## config.mk

```make
export PLATFORM = sky130hd
export DESIGN_NAME = async_rx_unit
export DESIGN_NICKNAME = d
export VERILOG_FILES = /design/src/rtl/async_rx_pkg.sv /design/src/rtl/async_rx_framer.sv /design/src/rtl/async_rx_status.sv /design/src/rtl/async_rx_unit.sv
export SDC_FILE = /design/constraint.sdc
export NUM_CORES = 1
export LEC_CHECK = 0
export BUFFER_PORTS_ARGS = -buffer_cell sky130_fd_sc_hd__buf_2
export CORE_MARGIN = 2
export CORE_UTILIZATION = 35
export CTS_CLUSTER_SIZE = 40
export DETAILED_ROUTE_END_ITERATION = 8
export HOLD_SLACK_MARGIN = 0.02
export PLACE_DENSITY_LB_ADDON = 0.3
export SLEW_MARGIN = 30
export SYNTH_ARGS = -nofsm -noshare
export SYNTH_HDL_FRONTEND = slang
export SYNTH_SLANG_ARGS = --single-unit
```

## constraint.sdc

```tcl
create_clock -name clk -period 4 [get_ports clk]
set_input_delay 1.2 -clock clk [delete_from_list [all_inputs] [get_ports clk]]
set_output_delay 1.2 -clock clk [all_outputs]
set_load 0.05 [all_outputs]
```

## src/rtl/async_rx_pkg.sv

```systemverilog
package async_rx_pkg;
  typedef enum logic [2:0] {
    RX_IDLE, RX_START, RX_DATA, RX_PAR, RX_STOP
  } rx_state_e;

  // bit2 framing, bit1 parity, bit0 overrun
  typedef struct packed {
    logic frm;
    logic par;
    logic ovr;
  } err_flags_t;
endpackage

```

## src/rtl/async_rx_framer.sv

```systemverilog
module async_rx_framer
  import async_rx_pkg::*;
#(
  parameter int DATA_BITS = 8,
  parameter int OSR       = 16
) (
  input  logic                 clk,
  input  logic                 rst_n,
  input  logic                 tick,
  input  logic                 rxd,
  input  logic                 par_en,
  input  logic                 par_odd,
  input  logic                 hold,
  output logic                 busy,
  output logic                 frame_done,
  output logic [DATA_BITS-1:0] frame_data,
  output logic                 par_bad,
  output logic                 stop_bad
);
  localparam int CW = $clog2(OSR);
  localparam int BW = (DATA_BITS > 1) ? $clog2(DATA_BITS) : 1;
  localparam logic [CW-1:0] MID_CNT  = CW'(OSR / 2 - 1);
  localparam logic [CW-1:0] LAST_CNT = CW'(OSR - 1);
  localparam logic [BW-1:0] LAST_BIT = BW'(DATA_BITS - 1);

  function automatic logic want_parity(input logic [DATA_BITS-1:0] d, input logic odd);
    return (^d) ^ odd;
  endfunction

  rx_state_e            state;
  logic [1:0]           sync_q;
  logic                 rxd_s;
  logic [CW-1:0]        cnt;
  logic [BW-1:0]        bidx;
  logic [DATA_BITS-1:0] shreg;
  logic                 cfg_par, cfg_odd, par_bad_q;
  logic                 mid_hit, bit_hit;

  assign rxd_s      = sync_q[1];
  assign busy       = (state != RX_IDLE);
  assign frame_data = shreg;
  assign par_bad    = par_bad_q;
  assign mid_hit    = tick && (cnt == MID_CNT);
  assign bit_hit    = tick && (cnt == LAST_CNT);

  always_ff @(posedge clk or negedge rst_n) begin
    if (!rst_n) begin
      sync_q     <= 2'b11;
      state      <= RX_IDLE;
      cnt        <= '0;
      bidx       <= '0;
      shreg      <= '0;
      cfg_par    <= 1'b0;
      cfg_odd    <= 1'b0;
      par_bad_q  <= 1'b0;
      stop_bad   <= 1'b0;
      frame_done <= 1'b0;
    end else begin
      sync_q     <= {sync_q[0], rxd};
      frame_done <= 1'b0;
      if (tick) begin
        cnt <= (state == RX_IDLE || cnt == LAST_CNT) ? '0 : cnt + 1'b1;
        unique case (state)
          RX_IDLE: if (!hold && !rxd_s) begin
            state     <= RX_START;
            cfg_par   <= par_en;
            cfg_odd   <= par_odd;
            par_bad_q <= 1'b0;
          end
          RX_START: if (cnt == MID_CNT) begin
            cnt  <= '0;
            bidx <= '0;
            state <= rxd_s ? RX_IDLE : RX_DATA;
          end
          RX_DATA: if (cnt == LAST_CNT) begin
            shreg <= {rxd_s, shreg[DATA_BITS-1:1]};
            if (bidx == LAST_BIT) state <= cfg_par ? RX_PAR : RX_STOP;
            else                  bidx  <= bidx + 1'b1;
          end
          RX_PAR: if (cnt == LAST_CNT) begin
            par_bad_q <= (rxd_s != want_parity(shreg, cfg_odd));
            state     <= RX_STOP;
          end
          RX_STOP: if (cnt == LAST_CNT) begin
            stop_bad   <= !rxd_s;
            frame_done <= 1'b1;
            state      <= RX_IDLE;
          end
          default: state <= RX_IDLE;
        endcase
      end
    end
  end

  // a start that is high again at the re-check returns to idle
  p_noise_drop_r3: assert property (@(posedge clk) disable iff (!rst_n)
    (state == RX_START && mid_hit && rxd_s) |=> (state == RX_IDLE));

  // a completed frame is only reported from the stop bit
  p_done_from_stop_r2: assert property (@(posedge clk) disable iff (!rst_n)
    frame_done |-> ($past(state) == RX_STOP && $past(bit_hit)));

  // without parity the data phase leads straight to the stop bit
  p_no_par_phase_r5: assert property (@(posedge clk) disable iff (!rst_n)
    (state == RX_PAR) |-> cfg_par);
endmodule

```

## src/rtl/async_rx_status.sv

```systemverilog
module async_rx_status
  import async_rx_pkg::*;
#(
  parameter int DATA_BITS = 8
) (
  input  logic                 clk,
  input  logic                 rst_n,
  input  logic                 frame_done,
  input  logic [DATA_BITS-1:0] frame_data,
  input  logic                 par_bad,
  input  logic                 stop_bad,
  input  logic                 rd_strobe,
  input  logic                 stat_wr,
  input  err_flags_t           stat_wdata,
  input  logic                 int_en,
  output logic [DATA_BITS-1:0] rx_data,
  output logic                 rdy,
  output err_flags_t           err,
  output logic                 any_err,
  output logic                 irq_rx,
  output logic                 irq_err
);
  function automatic err_flags_t next_err(input err_flags_t cur, input logic wr,
                                          input err_flags_t mask, input logic done,
                                          input logic full, input logic pb, input logic sb);
    err_flags_t n;
    n = wr ? (cur & mask) : cur;
    if (done) begin
      if (full) n.ovr = 1'b1;
      else begin
        n.par = n.par | pb;
        n.frm = n.frm | sb;
      end
    end
    return n;
  endfunction

  logic frame_bad, load_ok;
  assign frame_bad = par_bad || stop_bad;
  assign load_ok   = frame_done && !rdy;

  always_ff @(posedge clk or negedge rst_n) begin
    if (!rst_n) begin
      rx_data <= '0;
      rdy     <= 1'b0;
      err     <= '0;
    end else begin
      err <= next_err(err, stat_wr, stat_wdata, frame_done, rdy, par_bad, stop_bad);
      if (load_ok) rx_data <= frame_data;
      if (load_ok && !frame_bad) rdy <= 1'b1;
      else if (rd_strobe)        rdy <= 1'b0;
    end
  end

  assign any_err = err.ovr | err.par | err.frm;
  assign irq_rx  = rdy & int_en;
  assign irq_err = any_err & int_en;

  // overrun keeps the held character and sets the flag
  p_ovr_keeps_data_r7: assert property (@(posedge clk) disable iff (!rst_n)
    (frame_done && rdy) |=> ($stable(rx_data) && err.ovr && rdy));

  // an erroneous frame leaves data ready clear
  p_err_no_ready_r6: assert property (@(posedge clk) disable iff (!rst_n)
    (frame_done && !rdy && frame_bad) |=> !rdy);

  // data ready rises only on a completed frame
  p_ready_from_frame_r2: assert property (@(posedge clk) disable iff (!rst_n)
    $rose(rdy) |-> $past(frame_done));
endmodule

```

## src/rtl/async_rx_unit.sv

```systemverilog
module async_rx_unit
  import async_rx_pkg::*;
#(
  parameter int DATA_BITS = 8,
  parameter int OSR       = 16
) (
  input  logic                 clk,
  input  logic                 rst_n,
  input  logic                 os_tick,
  input  logic                 rxd,
  input  logic                 par_en,
  input  logic                 par_odd,
  input  logic                 int_en,
  input  logic                 rd_strobe,
  input  logic                 stat_wr,
  input  logic [2:0]           stat_wdata,
  output logic [DATA_BITS-1:0] rx_data,
  output logic                 data_ready,
  output logic                 ovr_err,
  output logic                 par_err,
  output logic                 frm_err,
  output logic                 irq_rx,
  output logic                 irq_err
);
  logic                 busy, frame_done, par_bad, stop_bad, any_err;
  logic [DATA_BITS-1:0] frame_data;
  err_flags_t           err;

  async_rx_framer #(.DATA_BITS(DATA_BITS), .OSR(OSR)) u_framer (
    .clk(clk), .rst_n(rst_n), .tick(os_tick), .rxd(rxd),
    .par_en(par_en), .par_odd(par_odd), .hold(any_err),
    .busy(busy), .frame_done(frame_done), .frame_data(frame_data),
    .par_bad(par_bad), .stop_bad(stop_bad)
  );

  async_rx_status #(.DATA_BITS(DATA_BITS)) u_status (
    .clk(clk), .rst_n(rst_n), .frame_done(frame_done), .frame_data(frame_data),
    .par_bad(par_bad), .stop_bad(stop_bad), .rd_strobe(rd_strobe),
    .stat_wr(stat_wr), .stat_wdata(err_flags_t'(stat_wdata)), .int_en(int_en),
    .rx_data(rx_data), .rdy(data_ready), .err(err), .any_err(any_err),
    .irq_rx(irq_rx), .irq_err(irq_err)
  );

  assign ovr_err = err.ovr;
  assign par_err = err.par;
  assign frm_err = err.frm;

  // with a flag set, an idle receiver stays idle
  p_hold_off_r8: assert property (@(posedge clk) disable iff (!rst_n)
    (any_err && !busy) |=> !busy);

  // parity error flag only rises on a frame that carried a parity bit
  p_par_needs_frame_r5: assert property (@(posedge clk) disable iff (!rst_n)
    $rose(par_err) |-> $past(frame_done && par_bad));
endmodule

```

# Word level (Yosys, flattened, before mapping)
# Cells that the tools add are included.
[word_totals]
input_bits = 12
wordCells = 88
output_inout_bits = 14
reg_bits = 37
[op_classes]
addsub = 2
reduce_logical = 20
n_mux = 28
bitwise = 8
n_eq_ne = 15
[ops]
columns = ["operator", "count"]
rows = [
  ["2-to-1 mux 3 bit", 12],
  ["one-hot mux 3 bit (5 select lines)", 1],
  ["2-to-1 mux 4 bit", 3],
  ["!= test 2 x 1 -> 1 bit, second input constant", 5],
  ["AND reduction 3 bit", 3],
  ["2-to-1 mux 1 bit", 8],
  ["XOR reduction 8 bit", 1],
  ["AND reduction 7 bit", 1],
  ["== test 3 x 2 -> 1 bit, second input constant", 2],
  ["== test 3 bit, second input constant", 2],
  ["one-hot mux 3 bit (2 select lines)", 1],
  ["nonzero test 2 bit", 3],
  ["AND reduction 5 bit", 1],
  ["adder 4 x 1 -> 4 bit, second input constant", 1],
  ["== test 4 x 3 -> 1 bit, second input constant", 1],
  ["== test 4 bit, second input constant", 1],
  ["zero test 1 bit", 4],
  ["2-to-1 mux 2 bit", 2],
  ["!= test 2 bit, second input constant", 2],
  ["bitwise OR 1 bit", 4],
  ["AND reduction 4 bit", 1],
  ["adder 3 x 1 -> 3 bit, second input constant", 1],
  ["AND 3 bit", 1],
  ["== test 3 x 1 -> 1 bit, second input constant", 1],
  ["other kinds (7)", 11],
]

# Depth between registers and ports, before layout
# Gate-level depths: netlist of run 1.
[logic_depth]
ltp_word = 6
depth_mapped = 6
depth_no_buf = 6

# By module
# From an unflattened synthesis of run 1, not the netlist that was laid out.
[unflattened]
hier_cells = 151
hier_area_um2 = 1786.7
[modules_own_cells]
columns = ["module", "instances", "area_per_inst_um2", "cells_each", "seq_area_each_um2"]
rows = [
  ["async_rx_framer", 1, 1296.2, 117, 628.1],
  ["async_rx_status", 1, 490.5, 34, 300.3],
]

# Worst setup path before layout of run 1
# No wires, ideal clock.
[synth_timing]
kind = "input port to output port"
startpoint = "input int_en"
endpoint = "output irq_err"
path_buffers = 0
slack_ps = 1163
path_stages = 1
t_arrival_ps = 1637
required_ps = 2800
cell_sequence = "o31a_1"
[synth_between]
elab_chain_cells = 1
[synth_rtl]
columns = ["element", "line_no", "rtl"]
rows = [
  ["from (decl)", "async_rx_unit.sv:13", "input logic int_en,"],
  ["AND 1 bit", "async_rx_status.sv:57", "assign irq_err = any_err & int_en;"],
  ["to (decl)", "async_rx_unit.sv:23", "output logic irq_err"],
]
# Every way passes these cells.

# Worst setup path after layout of run 1
[layout_timing]
startpoint = "input int_en"
endpoint = "output irq_rx"
[layout_between]
elab_chain_cells = 1
[layout_rtl]
columns = ["element", "line_no", "rtl"]
rows = [
  ["AND 1 bit", "async_rx_status.sv:56", "assign irq_rx = rdy & int_en;"],
  ["to (decl)", "async_rx_unit.sv:22", "output logic irq_rx,"],
]
# Every way passes these cells.

==> metrics.txt, run 1 <==
# TYPE chip_impl_metric gauge
chip_impl_metric{name="grt.overflow.total",unit=""} 0
chip_impl_metric{name="post_synth_inst_count",unit=""} 150
chip_impl_metric{name="die_h",unit="um"} 74.8
chip_impl_info{name="synth_ff_type",value="dfrtp_1"} 1
chip_impl_metric{name="final-setup-viol-count",unit=""} 0
chip_impl_metric{name="nFillCells",unit=""} 457
chip_impl_metric{name="skew",unit="ns"} 0.00640
chip_impl_metric{name="clock_path_buffers",unit=""} 2
chip_impl_metric{name="fin_setup_tns",unit="ns"} 0
chip_impl_metric{name="worst_tran_pin_value",unit="ns"} 0.800
chip_impl_info{name="clk_root_buffer_cell",value="clkbuf_8"} 1
chip_impl_metric{name="switchingPower",unit="mW"} 0.338
chip_impl_metric{name="vias_in_the_first_global_route",unit=""} 1245
chip_impl_info{name="grt_max_usage_layer",value="met2"} 1
chip_impl_metric{name="crit_path_max_fanout",unit=""} 2
chip_impl_metric{name="power.share.switching",unit="%"} 33.8
chip_impl_metric{name="cts_hold_buffers",unit=""} 0
chip_impl_info{name="unrepaired_setup_endpoints_after_global_routing",value="false"} 1
chip_impl_metric{name="pwr-share-clk",unit="%"} 26.3
chip_impl_metric{name="worst_ep_arrival_time",unit="ns"} 1.66
chip_impl_metric{name="p_int",unit="mW"} 0.661
chip_impl_metric{name="use_met1",unit="%"} 17.2
chip_impl_info{name="critPathKind",value="in2out"} 1
chip_impl_metric{name="global_route.usage.met3",unit="%"} 4.95
chip_impl_metric{name="async_set_or_reset_register_ratio_after_synthesis",unit="%"} 100
chip_impl_metric{name="starting_density",unit="%"} 36.6
chip_impl_metric{name="period_share",unit="%"} 71.5
chip_impl_metric{name="drt-wirelength-per-cell",unit="um"} 13.2
chip_impl_metric{name="synth_enable_flop_cells",unit=""} 0
chip_impl_metric{name="layout.core_utilization",unit="%"} 42.4
chip_impl_metric{name="final_setup_slack_of_the_worst_path",unit="ns"} 1.14
chip_impl_metric{name="tritoncts_num_sinks",unit=""} 37
chip_impl_metric{name="seq_power_share",unit="%"} 51.8
chip_impl_info{name="timing.critical_path.from_type",value="input pin"} 1
chip_impl_metric{name="rows",unit=""} 25
chip_impl_metric{name="fp.dieArea",unit="mm2"} 0.00559
chip_impl_metric{name="io_pins",unit=""} 26
chip_impl_info{name="tritoncts",value="done"} 1
chip_impl_metric{name="ys.warnings.count",unit=""} 0
chip_impl_metric{name="initialDrtViolationCount",unit=""} 75
chip_impl_metric{name="area_delta_synth_final",unit="%"} 15.6
chip_impl_metric{name="grt_start_max_net_pins",unit=""} 38
chip_impl_metric{name="core_region_area",unit="mm2"} 0.00479
chip_impl_metric{name="r2r_cells",unit=""} 6
chip_impl_metric{name="p_leak",unit="nW"} 1.02
chip_impl_metric{name="max_cap_violations",unit=""} 0
chip_impl_metric{name="cp_data_required_time",unit="ns"} 2.80
chip_impl_metric{name="cellPowerDensity",unit="mW/mm2"} 493
chip_impl_metric{name="hold_fails_final_rpt",unit=""} 0
chip_impl_metric{name="maxSlewHeadroom",unit="%"} 46.7
chip_impl_metric{name="syn_area_per_cell",unit="um2"} 11.7
chip_impl_metric{name="dp_worst_setup_slack",unit="ns"} 1.14
chip_impl_metric{name="postCtsSetupRepairBufs",unit=""} 0
chip_impl_metric{name="instances_no_fill",unit=""} 245
chip_impl_metric{name="combPwrFrac",unit="%"} 22.0
chip_impl_metric{name="grt_use_met2",unit="%"} 22.6
chip_impl_metric{name="gp_routability_congestion",unit=""} 0.865
chip_impl_metric{name="number_of_routed_nets_with_antenna_violations",unit=""} 0
chip_impl_metric{name="hpwlAfterDp",unit="mm"} 2.33
chip_impl_metric{name="grt_first_pass_wirelength",unit="mm"} 5.75
chip_impl_metric{name="fmaxAchievable",unit="GHz"} 0.350
chip_impl_metric{name="yosys_reg_bits",unit=""} 37
chip_impl_metric{name="finalInstanceArea",unit="mm2"} 0.00203
chip_impl_metric{name="clock_insertion_delay_worst_skew",unit="ns"} 0.29
chip_impl_metric{name="antenna_violations_before_repair",unit=""} 0
chip_impl_metric{name="holdPathStages",unit=""} 0
chip_impl_metric{name="grtUsageTotal",unit="%"} 13.8
chip_impl_metric{name="clkTransAtPathRegs",unit="ns"} 0.08
chip_impl_info{name="timing.critical_path.to_type",value="output port"} 1
chip_impl_metric{name="finalPower",unit="mW"} 0.998
chip_impl_metric{name="placed_cells",unit=""} 237
chip_impl_metric{name="drt_drc_violations_left",unit=""} 0
chip_impl_metric{name="count_of_input_and_output_buffers",unit=""} 25
chip_impl_metric{name="post_cts_resized",unit=""} 0
chip_impl_metric{name="dpl-instance-area",unit="mm2"} 0.00194
chip_impl_metric{name="period_minus_slack",unit="ns"} 2.86
chip_impl_metric{name="multi_input_comb_area",unit="um2"} 764
chip_impl_metric{name="vias_per_cell",unit=""} 4.84
chip_impl_metric{name="numCtsBuffers",unit=""} 5
chip_impl_info{name="worst_hold_class",value="reg2reg"} 1
chip_impl_metric{name="synth-seq-area-share",unit="%"} 53.0
chip_impl_metric{name="final_layout_size_suffix_gt1_share",unit="%"} 31.5
chip_impl_info{name="status",value="complete, no violations"} 1
chip_impl_metric{name="mappedNetlistArea",unit="mm2"} 0.00175
chip_impl_metric{name="synth_nets",unit=""} 165
chip_impl_metric{name="layout.area.seq",unit="um2"} 928
chip_impl_metric{name="vdd.ir_drop.worst",unit="mV"} 0.244
chip_impl_metric{name="iteration_count_of_the_initial_detailed_routing_pass",unit=""} 4
chip_impl_metric{name="hold-worst-slack",unit="ns"} 0.359
chip_impl_metric{name="htreeDepth",unit=""} 2
chip_impl_metric{name="yosysUniqueCellTypes",unit=""} 40
chip_impl_metric{name="die-width",unit="um"} 74.8
chip_impl_metric{name="dr_total_vias",unit=""} 1185
chip_impl_metric{name="diodes",unit=""} 0
chip_impl_metric{name="final_max_slew_viol_count",unit=""} 0
chip_impl_metric{name="detail_route.wirelength",unit="mm"} 3.24
chip_impl_metric{name="layout.nets",unit=""} 192
==> state kept, by name, summed over array words and instances (netlist names) <==
| register | flops |
|---|---|
| u_framer.frame_data | 8 |
| u_status.rx_data | 8 |
| u_framer.cnt | 4 |
| u_framer.bidx | 3 |
| u_framer.state | 3 |
| u_status.err | 3 |
| u_framer.sync_q | 2 |
| u_framer.cfg_odd | 1 |
| u_framer.cfg_par | 1 |
| u_framer.frame_done | 1 |
| u_framer.par_bad | 1 |
| u_framer.stop_bad | 1 |
| u_status.rdy | 1 |
==> cells in the final DEF, fill, tap and decap left out, drive strengths merged, types with 3 or more instances in the layout <==
cell    count
nor2        8
nand3       5
ha          3
xnor2       6
mux2       19
inv         9
nor3b       3
o21ai       9
nand2      11
mux2i       5
nor3        4
clkbuf      5
buf        25
clkinv      3
nand2b      4
dfrtp      35
==> cell families (layout without fill, tap and decap cells) <==
| kind of cell | after synthesis | after routing | share of synthesized area [%] |
|---|---|---|---|
| AOI/OAI and AO/OA | 21 | 21 | 7.64 |
| xor gates and xnor gates | 9 | 9 | 5.28 |
| adders and majority gates | 3 | 3 | 2.14 |
| buffers and inverters | 14 | 42 | 3.43 |
| DFF | 37 | 37 | 53.0 |
| muxes | 24 | 24 | 15.1 |
| and+or+nand+nor | 42 | 42 | 13.5 |
==> worst max-delay path, cell delays in order <==
cell    delay [ns]
buf_2         0.09
and2_1        0.11
buf_2         0.26
==> area by class of cell <==
type / count / area share [%]
sequential: 37 / 45.8
multi-input combinational: 99 / 37.7
timing repair buffer: 25 / 6.17
tap: 67 / 4.14
clock buffer: 5 / 3.40
inverter: 9 / 1.67
clock inverter: 3 / 1.11
==> per-layer routing <==
layer | routed length [um] | up-vias
met5 | 0 | -
met2 | 1610 | 16
met4 | 44 | 0
li1 | - | 572
met3 | 138 | 7
met1 | 1450 | 590
==> power by group through the flow <==
| stage | clock network (mW) | logic [mW] | registers [mW] |
|---|---|---|---|
| final | 0.262 | 0.219 | 0.517 |
| after global routing | 0.289 | 0.257 | 0.533 |
| after CTS | 0.269 | 0.223 | 0.516 |
| after detailed placement | 0 | 0.221 | 0.523 |
| after global placement | 0 | 0.208 | 0.519 |
| after floorplan | 0 | 0.218 | 0.474 |
==> synthesized netlist by cell type, types with 2 or more instances <==
master	instances	area [um2]
mux2i_1	5	50.1
a31oi_1	2	12.5
nand2b_1	4	25.0
nand2_1	11	41.3
xor2_1	2	17.5
nor3_1	3	15.0
o21ai_0	8	40.0
ha_1	3	37.5
mux2_2	19	214
nor3b_1	3	22.5
inv_1	9	33.8
dfstp_2	2	52.6
buf_2	2	10.0
dfrtp_1	35	876
nand3_1	5	25.0
nor2_1	8	30.0
xnor2_1	6	52.6
==> path summary, 6_finish.rpt <==
path	end	startpoint	slack (ns)
worst min-delay path	u_framer.sync_q[1]$_DFF_PN1_	u_framer.sync_q[0]$_DFF_PN1_	0.36
max in group asynchronous	u_framer.state[0]$_DFFE_PN0P_	rst_n	2.50
worst max-delay path	irq_rx	int_en	1.14
worst max register to register	u_framer.bidx[0]$_DFFE_PN0P_	u_framer.bidx[0]$_DFFE_PN0P_	2.24
worst min register to register	u_framer.sync_q[1]$_DFF_PN1_	u_framer.sync_q[0]$_DFF_PN1_	0.36
min in group asynchronous	u_framer.cnt[0]$_DFFE_PN0P_	rst_n	0.99
Power figures use the tool's default switching activity.
==> run 2: changes to the inputs <==
- clock period: 4 -> 3 ns (I/O delays scaled with it)
==> run 2 against run 1 <==
Via count grew 1.5%. Utilization grew 0.42 points. Worst hold slack lost 0.0013 ns. Register-to-register slack lost 0.96 ns. Global-route usage is 0.42 points lower. Sequential share of layout area decreased by 0.45 points. Non-clock buffer count is the same. First-iteration DRC count up 27%. Clock skew shrank 0.0023 ns. Clock power is 64% higher. Critical endpoint unchanged. Largest cell class unchanged. Largest power group unchanged.
==> metrics.txt, run 2 (synthesis results as in run 1) <==
# TYPE chip_impl_metric gauge
chip_impl_metric{name="final_max_slew_viol_count",unit=""} 0
chip_impl_metric{name="grtUsageTotal",unit="%"} 13.4
chip_impl_info{name="timing.hold.worst_endpoint",value="u_framer.sync_q[1]$_DFF_PN1_"} 1
chip_impl_metric{name="final-setup-viol-count",unit=""} 0
chip_impl_info{name="clk_root_buffer_cell",value="clkbuf_8"} 1
chip_impl_metric{name="detail_route.wirelength",unit="mm"} 3.26
chip_impl_metric{name="cellPowerDensity",unit="mW/mm2"} 688
chip_impl_metric{name="diodes",unit=""} 0
chip_impl_metric{name="starting_density",unit="%"} 36.6
chip_impl_metric{name="clock_insertion_delay_worst_skew",unit="ns"} 0.29
chip_impl_metric{name="die-width",unit="um"} 74.8
chip_impl_metric{name="max_cap_violations",unit=""} 0
chip_impl_metric{name="finalPower",unit="mW"} 1.41
chip_impl_metric{name="period_share",unit="%"} 75.2
chip_impl_metric{name="area_delta_synth_final",unit="%"} 16.8
chip_impl_metric{name="hold_fails_final_rpt",unit=""} 0
chip_impl_metric{name="worst_tran_pin_value",unit="ns"} 0.801
chip_impl_metric{name="holdPathStages",unit=""} 0
chip_impl_info{name="layout_commonest_cell",value="dfrtp_1"} 1
chip_impl_metric{name="fin_setup_tns",unit="ns"} 0
chip_impl_info{name="critPathKind",value="in2out"} 1
chip_impl_metric{name="vdd.ir_drop.worst",unit="mV"} 0.322
chip_impl_metric{name="clock_path_buffers",unit=""} 2
chip_impl_info{name="rr_endpoint",value="u_framer.bidx[0]$_DFFE_PN0P_"} 1
chip_impl_metric{name="dr_total_vias",unit=""} 1203
chip_impl_metric{name="p_leak",unit="nW"} 1.03
chip_impl_info{name="hold_path.startpoint",value="u_framer.sync_q[0]$_DFF_PN1_"} 1
chip_impl_info{name="highest_count_cells_in_the_layout_ignoring_fill_and_taps",value="dfrtp_1 (35), buf_2 (25), mux2_2 (19), nand2_1 (11), inv_1 (9)"} 1
chip_impl_metric{name="skew",unit="ns"} 0.00411
chip_impl_metric{name="period_minus_slack",unit="ns"} 2.26
chip_impl_metric{name="hpwlAfterDp",unit="mm"} 2.36
chip_impl_info{name="timing.rr.start",value="u_framer.bidx[0]$_DFFE_PN0P_"} 1
chip_impl_metric{name="fp.dieArea",unit="mm2"} 0.00559
chip_impl_metric{name="layout.nets",unit=""} 192
chip_impl_metric{name="tritoncts_num_sinks",unit=""} 37
chip_impl_info{name="unrepaired_setup_endpoints_after_global_routing",value="false"} 1
chip_impl_metric{name="grt_start_max_net_pins",unit=""} 38
chip_impl_info{name="tritoncts",value="done"} 1
chip_impl_info{name="timing.critical_path.to_type",value="output port"} 1
chip_impl_metric{name="vias_in_the_first_global_route",unit=""} 1235
chip_impl_metric{name="antenna_violations_before_repair",unit=""} 0
chip_impl_metric{name="core_region_area",unit="mm2"} 0.00479
chip_impl_metric{name="io_pins",unit=""} 26
chip_impl_metric{name="iteration_count_of_the_initial_detailed_routing_pass",unit=""} 4
chip_impl_info{name="timing.critical_path.from_type",value="input pin"} 1
chip_impl_metric{name="gp_routability_congestion",unit=""} 0.858
chip_impl_metric{name="cp_data_required_time",unit="ns"} 2.10
chip_impl_metric{name="drt-wirelength-per-cell",unit="um"} 13.3
chip_impl_metric{name="vias_per_cell",unit=""} 4.91
chip_impl_metric{name="final_layout_size_suffix_gt1_share",unit="%"} 30.9
chip_impl_info{name="status",value="complete, no violations"} 1
chip_impl_metric{name="fmaxAchievable",unit="GHz"} 0.443
chip_impl_metric{name="number_of_routed_nets_with_antenna_violations",unit=""} 0
chip_impl_metric{name="reg2reg_slack",unit="ns"} 1.28
chip_impl_metric{name="drt_drc_violations_left",unit=""} 0
chip_impl_metric{name="htreeDepth",unit=""} 2
chip_impl_metric{name="initialDrtViolationCount",unit=""} 95
chip_impl_metric{name="crit_path_max_fanout",unit=""} 2
chip_impl_metric{name="final_setup_slack_of_the_worst_path",unit="ns"} 0.744
chip_impl_metric{name="grt_first_pass_wirelength",unit="mm"} 5.62
chip_impl_metric{name="post_cts_resized",unit=""} 0
chip_impl_metric{name="worst_ep_arrival_time",unit="ns"} 1.36
chip_impl_metric{name="numCtsBuffers",unit=""} 5
chip_impl_info{name="worst_hold_class",value="reg2reg"} 1
chip_impl_metric{name="cts_hold_buffers",unit=""} 0
chip_impl_metric{name="r2r_cells",unit=""} 6
chip_impl_metric{name="die_h",unit="um"} 74.8
chip_impl_metric{name="maxSlewHeadroom",unit="%"} 46.6
chip_impl_metric{name="postCtsSetupRepairBufs",unit=""} 0
chip_impl_metric{name="rows",unit=""} 25
chip_impl_metric{name="count_of_input_and_output_buffers",unit=""} 25
chip_impl_metric{name="grt.overflow.total",unit=""} 0
chip_impl_metric{name="clkTransAtPathRegs",unit="ns"} 0.07
chip_impl_metric{name="dp_worst_setup_slack",unit="ns"} 0.743
run 2: cell types whose count changed in the layout (fill, tap and decap cells not counted), sizes merged:
cell,before,now
bufinv,0,1
clkbuf,5,6
clkinv,3,1
run 2: power by group:
group / switching, mW / internal, mW
Clock: 0.180 / 0.249
Combinational: 0.146 / 0.142
Sequential: 0.118 / 0.573
Total: 0.444 / 0.965
run 2: layer usage:
metal,track usage (%),routed length (um),up-vias,share of wire (%)
met3,3.35,124,6,3.8
met4,5.95,53,0,1.6
met1,16.7,1490,604,46
met5,0,0,-,0
li1,-,-,573,-
met2,22.0,1600,20,49
run 2: final cells by class:
cell class              instances  area, um2
fillers                       468       2740
flip-flops and latches         37        928
multi-input cells              99        764
repair buffers                 25        125
well taps                      67       83.8
clock buffers                   6       72.6
clock inverters                 2       38.8
inverters                       9       33.8
run 2: worst max path at each step:
stage            from  endpoint  slack, ns  depth (start not counted)
3_3_place_gp   int_en   irq_err       0.76                          3
3_5_place_dp   int_en    irq_rx       0.74                          3
4_1_cts        int_en    irq_rx       0.74                          3
6_report       int_en    irq_rx       0.74                          3
2_1_floorplan  int_en   irq_err       0.76                          1
5_1_grt        int_en    irq_rx       0.74                          3
run 2: critical path: stages:
cell    delay, ns
buf_2        0.09
and2_1       0.12
buf_2        0.25
run 2: through the flow:
step / cell area, um2 / hold slack [ns] / util [%] / instances
2_1_floorplan: 1750 / 0.345 / - / 150
3_3_place_gp: 1940 / 0.346 / 40.4 / 237
5_1_grt: 2050 / 0.372 / 42.8 / 245
3_5_place_dp: 1940 / 0.348 / 40.4 / 237
4_1_cts: 2050 / 0.358 / 42.8 / 245
6_report: 2050 / 0.357 / 42.8 / 245
==> run 3: changes to the inputs <==
- ABC_AREA: not set -> 1
- clock period: 3 -> 2.3 ns (I/O delays scaled with it)
==> run 3 against run 2 <==
Worst hold slack hardly changed. Clock power up 54%. First-iteration DRC count decreased by 37%. Register-to-register slack worse by 0.51 ns. Wire length up 10%. Largest power group unchanged. Cell count rose by 34%. Area after synthesis grew 10%. Highest routed layer unchanged. Non-clock buffer count is 1 higher. Worst setup slack worse by 0.36 ns. Via count increased by 23%. Critical endpoint is now irq_err. Clock skew rose by 0.0012 ns. Power is 51% higher.
==> metrics.txt, run 3 <==
# TYPE chip_impl_metric gauge
chip_impl_metric{name="skew",unit="ns"} 0.00532
chip_impl_metric{name="clkTransAtPathRegs",unit="ns"} 0.07
chip_impl_info{name="synth_ff_type",value="dfrtp_1"} 1
chip_impl_metric{name="dpl-instance-area",unit="mm2"} 0.00214
chip_impl_metric{name="synth_enable_flop_cells",unit=""} 0
chip_impl_metric{name="cp_data_required_time",unit="ns"} 1.61
chip_impl_metric{name="drt-wirelength-per-cell",unit="um"} 11.0
chip_impl_metric{name="drt_drc_violations_left",unit=""} 0
chip_impl_metric{name="hold_fails_final_rpt",unit=""} 0
chip_impl_metric{name="layout.nets",unit=""} 270
chip_impl_metric{name="layout.core_utilization",unit="%"} 42.0
chip_impl_metric{name="iteration_count_of_the_initial_detailed_routing_pass",unit=""} 4
chip_impl_info{name="netlist_top_cells_area",value="dfrtp_1 (45%), nand2_1 (12%), inv_1 (5.6%)"} 1
chip_impl_metric{name="period_minus_slack",unit="ns"} 1.91
chip_impl_info{name="hold_path.startpoint",value="u_framer.sync_q[0]$_DFF_PN1_"} 1
chip_impl_metric{name="r2r_cells",unit=""} 10
chip_impl_metric{name="mappedNetlistArea",unit="mm2"} 0.00193
chip_impl_metric{name="p_leak",unit="nW"} 1.17
chip_impl_metric{name="fmaxAchievable",unit="GHz"} 0.523
chip_impl_info{name="highest_count_cells_in_the_layout_ignoring_fill_and_taps",value="nand2_1 (64), dfrtp_1 (35), inv_1 (29), buf_2 (25), o21ai_0 (15)"} 1
chip_impl_metric{name="post_synth_inst_count",unit=""} 225
chip_impl_metric{name="grtUsageTotal",unit="%"} 13.2
chip_impl_info{name="timing.rr.start",value="u_framer.cnt[0]$_DFFE_PN0P_"} 1
chip_impl_metric{name="vias_in_the_first_global_route",unit=""} 1439
chip_impl_metric{name="synth_nets",unit=""} 240
chip_impl_info{name="critPathKind",value="in2out"} 1
chip_impl_metric{name="area_delta_synth_final",unit="%"} 17.6
chip_impl_metric{name="dr_total_vias",unit=""} 1481
chip_impl_info{name="timing.critical_path.to_type",value="output port"} 1
chip_impl_metric{name="hold-worst-slack",unit="ns"} 0.358
chip_impl_metric{name="synth-seq-area-share",unit="%"} 48.1
chip_impl_metric{name="period_share",unit="%"} 83.1
chip_impl_metric{name="io_pins",unit=""} 26
chip_impl_metric{name="initialDrtViolationCount",unit=""} 60
chip_impl_info{name="status",value="complete, no violations"} 1
chip_impl_info{name="tritoncts",value="done"} 1
chip_impl_metric{name="clock_path_buffers",unit=""} 2
chip_impl_info{name="synth_top_area_cell",value="dfrtp_1"} 1
chip_impl_info{name="timing.hold.worst_endpoint",value="u_framer.sync_q[1]$_DFF_PN1_"} 1
chip_impl_metric{name="ys.warnings.count",unit=""} 0
chip_impl_metric{name="syn_area_per_cell",unit="um2"} 8.59
chip_impl_info{name="unrepaired_setup_endpoints_after_global_routing",value="false"} 1
chip_impl_metric{name="count_of_input_and_output_buffers",unit=""} 25
chip_impl_metric{name="yosys_reg_bits",unit=""} 37
chip_impl_metric{name="htreeDepth",unit=""} 2
chip_impl_metric{name="number_of_routed_nets_with_antenna_violations",unit=""} 0
chip_impl_metric{name="final_max_slew_viol_count",unit=""} 0
chip_impl_metric{name="synthDominantCellAreaShare",unit="%"} 45.3
chip_impl_metric{name="grt.overflow.total",unit=""} 0
chip_impl_metric{name="reg2reg_slack",unit="ns"} 0.77
chip_impl_info{name="yosysMostFrequentCell",value="nand2_1"} 1
chip_impl_metric{name="die_h",unit="um"} 78.3
chip_impl_metric{name="finalPower",unit="mW"} 2.13
chip_impl_metric{name="clock_insertion_delay_worst_skew",unit="ns"} 0.29
chip_impl_metric{name="hpwlAfterDp",unit="mm"} 2.70
chip_impl_info{name="timing.critical_path.from_type",value="input pin"} 1
chip_impl_metric{name="tritoncts_num_sinks",unit=""} 37
chip_impl_metric{name="gp_routability_congestion",unit=""} 0.811
chip_impl_metric{name="grt_start_max_net_pins",unit=""} 38
chip_impl_metric{name="nFillCells",unit=""} 558
chip_impl_metric{name="crit_path_max_fanout",unit=""} 2
chip_impl_metric{name="cellPowerDensity",unit="mW/mm2"} 939
chip_impl_info{name="worst_hold_class",value="reg2reg"} 1
chip_impl_metric{name="worst_tran_pin_value",unit="ns"} 0.462
chip_impl_metric{name="numCtsBuffers",unit=""} 5
chip_impl_metric{name="worst_ep_arrival_time",unit="ns"} 1.22
chip_impl_info{name="layout_commonest_cell",value="nand2_1"} 1
chip_impl_metric{name="rows",unit=""} 27
chip_impl_metric{name="cts_hold_buffers",unit=""} 0
chip_impl_metric{name="maxSlewHeadroom",unit="%"} 69.2
chip_impl_metric{name="max_cap_violations",unit=""} 0
chip_impl_info{name="synth_commonest_cells",value="nand2_1 (64), dfrtp_1 (35), inv_1 (29)"} 1
chip_impl_metric{name="postCtsSetupRepairBufs",unit=""} 0
chip_impl_metric{name="vdd.ir_drop.worst",unit="mV"} 0.364
chip_impl_info{name="rr_endpoint",value="u_framer.state[2]$_DFFE_PN0P_"} 1
chip_impl_metric{name="diodes",unit=""} 0
chip_impl_metric{name="vias_per_cell",unit=""} 4.52
chip_impl_metric{name="holdPathStages",unit=""} 0
chip_impl_metric{name="grt_first_pass_wirelength",unit="mm"} 6.41
chip_impl_info{name="clk_root_buffer_cell",value="clkbuf_8"} 1
chip_impl_metric{name="fp.dieArea",unit="mm2"} 0.00613
chip_impl_metric{name="final_layout_size_suffix_gt1_share",unit="%"} 28.1
chip_impl_metric{name="antenna_violations_before_repair",unit=""} 0
chip_impl_metric{name="die-width",unit="um"} 78.3
chip_impl_metric{name="finalInstanceArea",unit="mm2"} 0.00227
chip_impl_metric{name="core_region_area",unit="mm2"} 0.00541
chip_impl_metric{name="detail_route.wirelength",unit="mm"} 3.60
chip_impl_metric{name="async_set_or_reset_register_ratio_after_synthesis",unit="%"} 100
chip_impl_metric{name="fin_setup_tns",unit="ns"} 0
chip_impl_metric{name="yosysUniqueCellTypes",unit=""} 33
chip_impl_metric{name="post_cts_resized",unit=""} 0
chip_impl_metric{name="final-setup-viol-count",unit=""} 0
chip_impl_metric{name="starting_density",unit="%"} 35.7
==> run 3: kinds of logic after synthesis <==
family	after synthesis	synth area share (%)
AO/OA/AOI/OAI	41	13.7
buffers and inverters	39	8.29
adder cells (fa/ha/maj)	3	1.94
AND/OR/NAND/NOR	101	26.2
flip-flops	37	48.1
XOR/XNOR	4	1.81
==> run 3: final cells by class <==
class                      count  area, um2  area share [%]
sequential                    37        928            40.9
multi-input combinational    149        850            37.4
inverter                      36        138            6.06
timing repair buffer          26        133            5.84
tap                           72       90.1            3.96
clock buffer                   5       68.8            3.03
clock inverter                 3       65.1            2.86
==> run 3: worst max-delay path: stages <==
cell	delay [ns]
buf_2	0.09
inv_1	0.04
a31oi_2	0.12
buf_2	0.28
==> run 3: how the worst max path moves through the flow <==
stage                              startpoint  endpoint  slack (ns)  cells past startpoint
global route                           int_en   irq_err        0.37                      4
global placement                       int_en   irq_err        0.41                      4
floorplan           u_status.err[2]$_DFF_PN0_   irq_err        0.28                      2
detailed placement                     int_en   irq_err        0.39                      4
finish                                 int_en   irq_err        0.39                      4
CTS                                    int_en   irq_err        0.39                      4
==> run 3: where the power goes <==
part / total [mW] / internal, mW / switching [mW]
registers: 0.841 / 0.738 / 0.103
logic: 0.631 / 0.231 / 0.401
clock network: 0.661 / 0.431 / 0.230
==> run 3: metal layers <==
metal  wire length, um  part of all wire, %  up-vias  track usage, %
li1                  -                    -      774               -
met1              1750                   49      675            16.7
met3               135                  3.8        5            3.56
met5                 0                    0        -               0
met4                51                  1.4        0            4.21
met2              1660                   46       27            21.9
==> run 3: per-stage QoR <==
step | instances | setup slack [ns]
4_1_cts | 328 | 0.393
6_report | 328 | 0.388
3_5_place_dp | 320 | 0.394
2_1_floorplan | 225 | 0.282
5_1_grt | 328 | 0.369
3_3_place_gp | 320 | 0.407
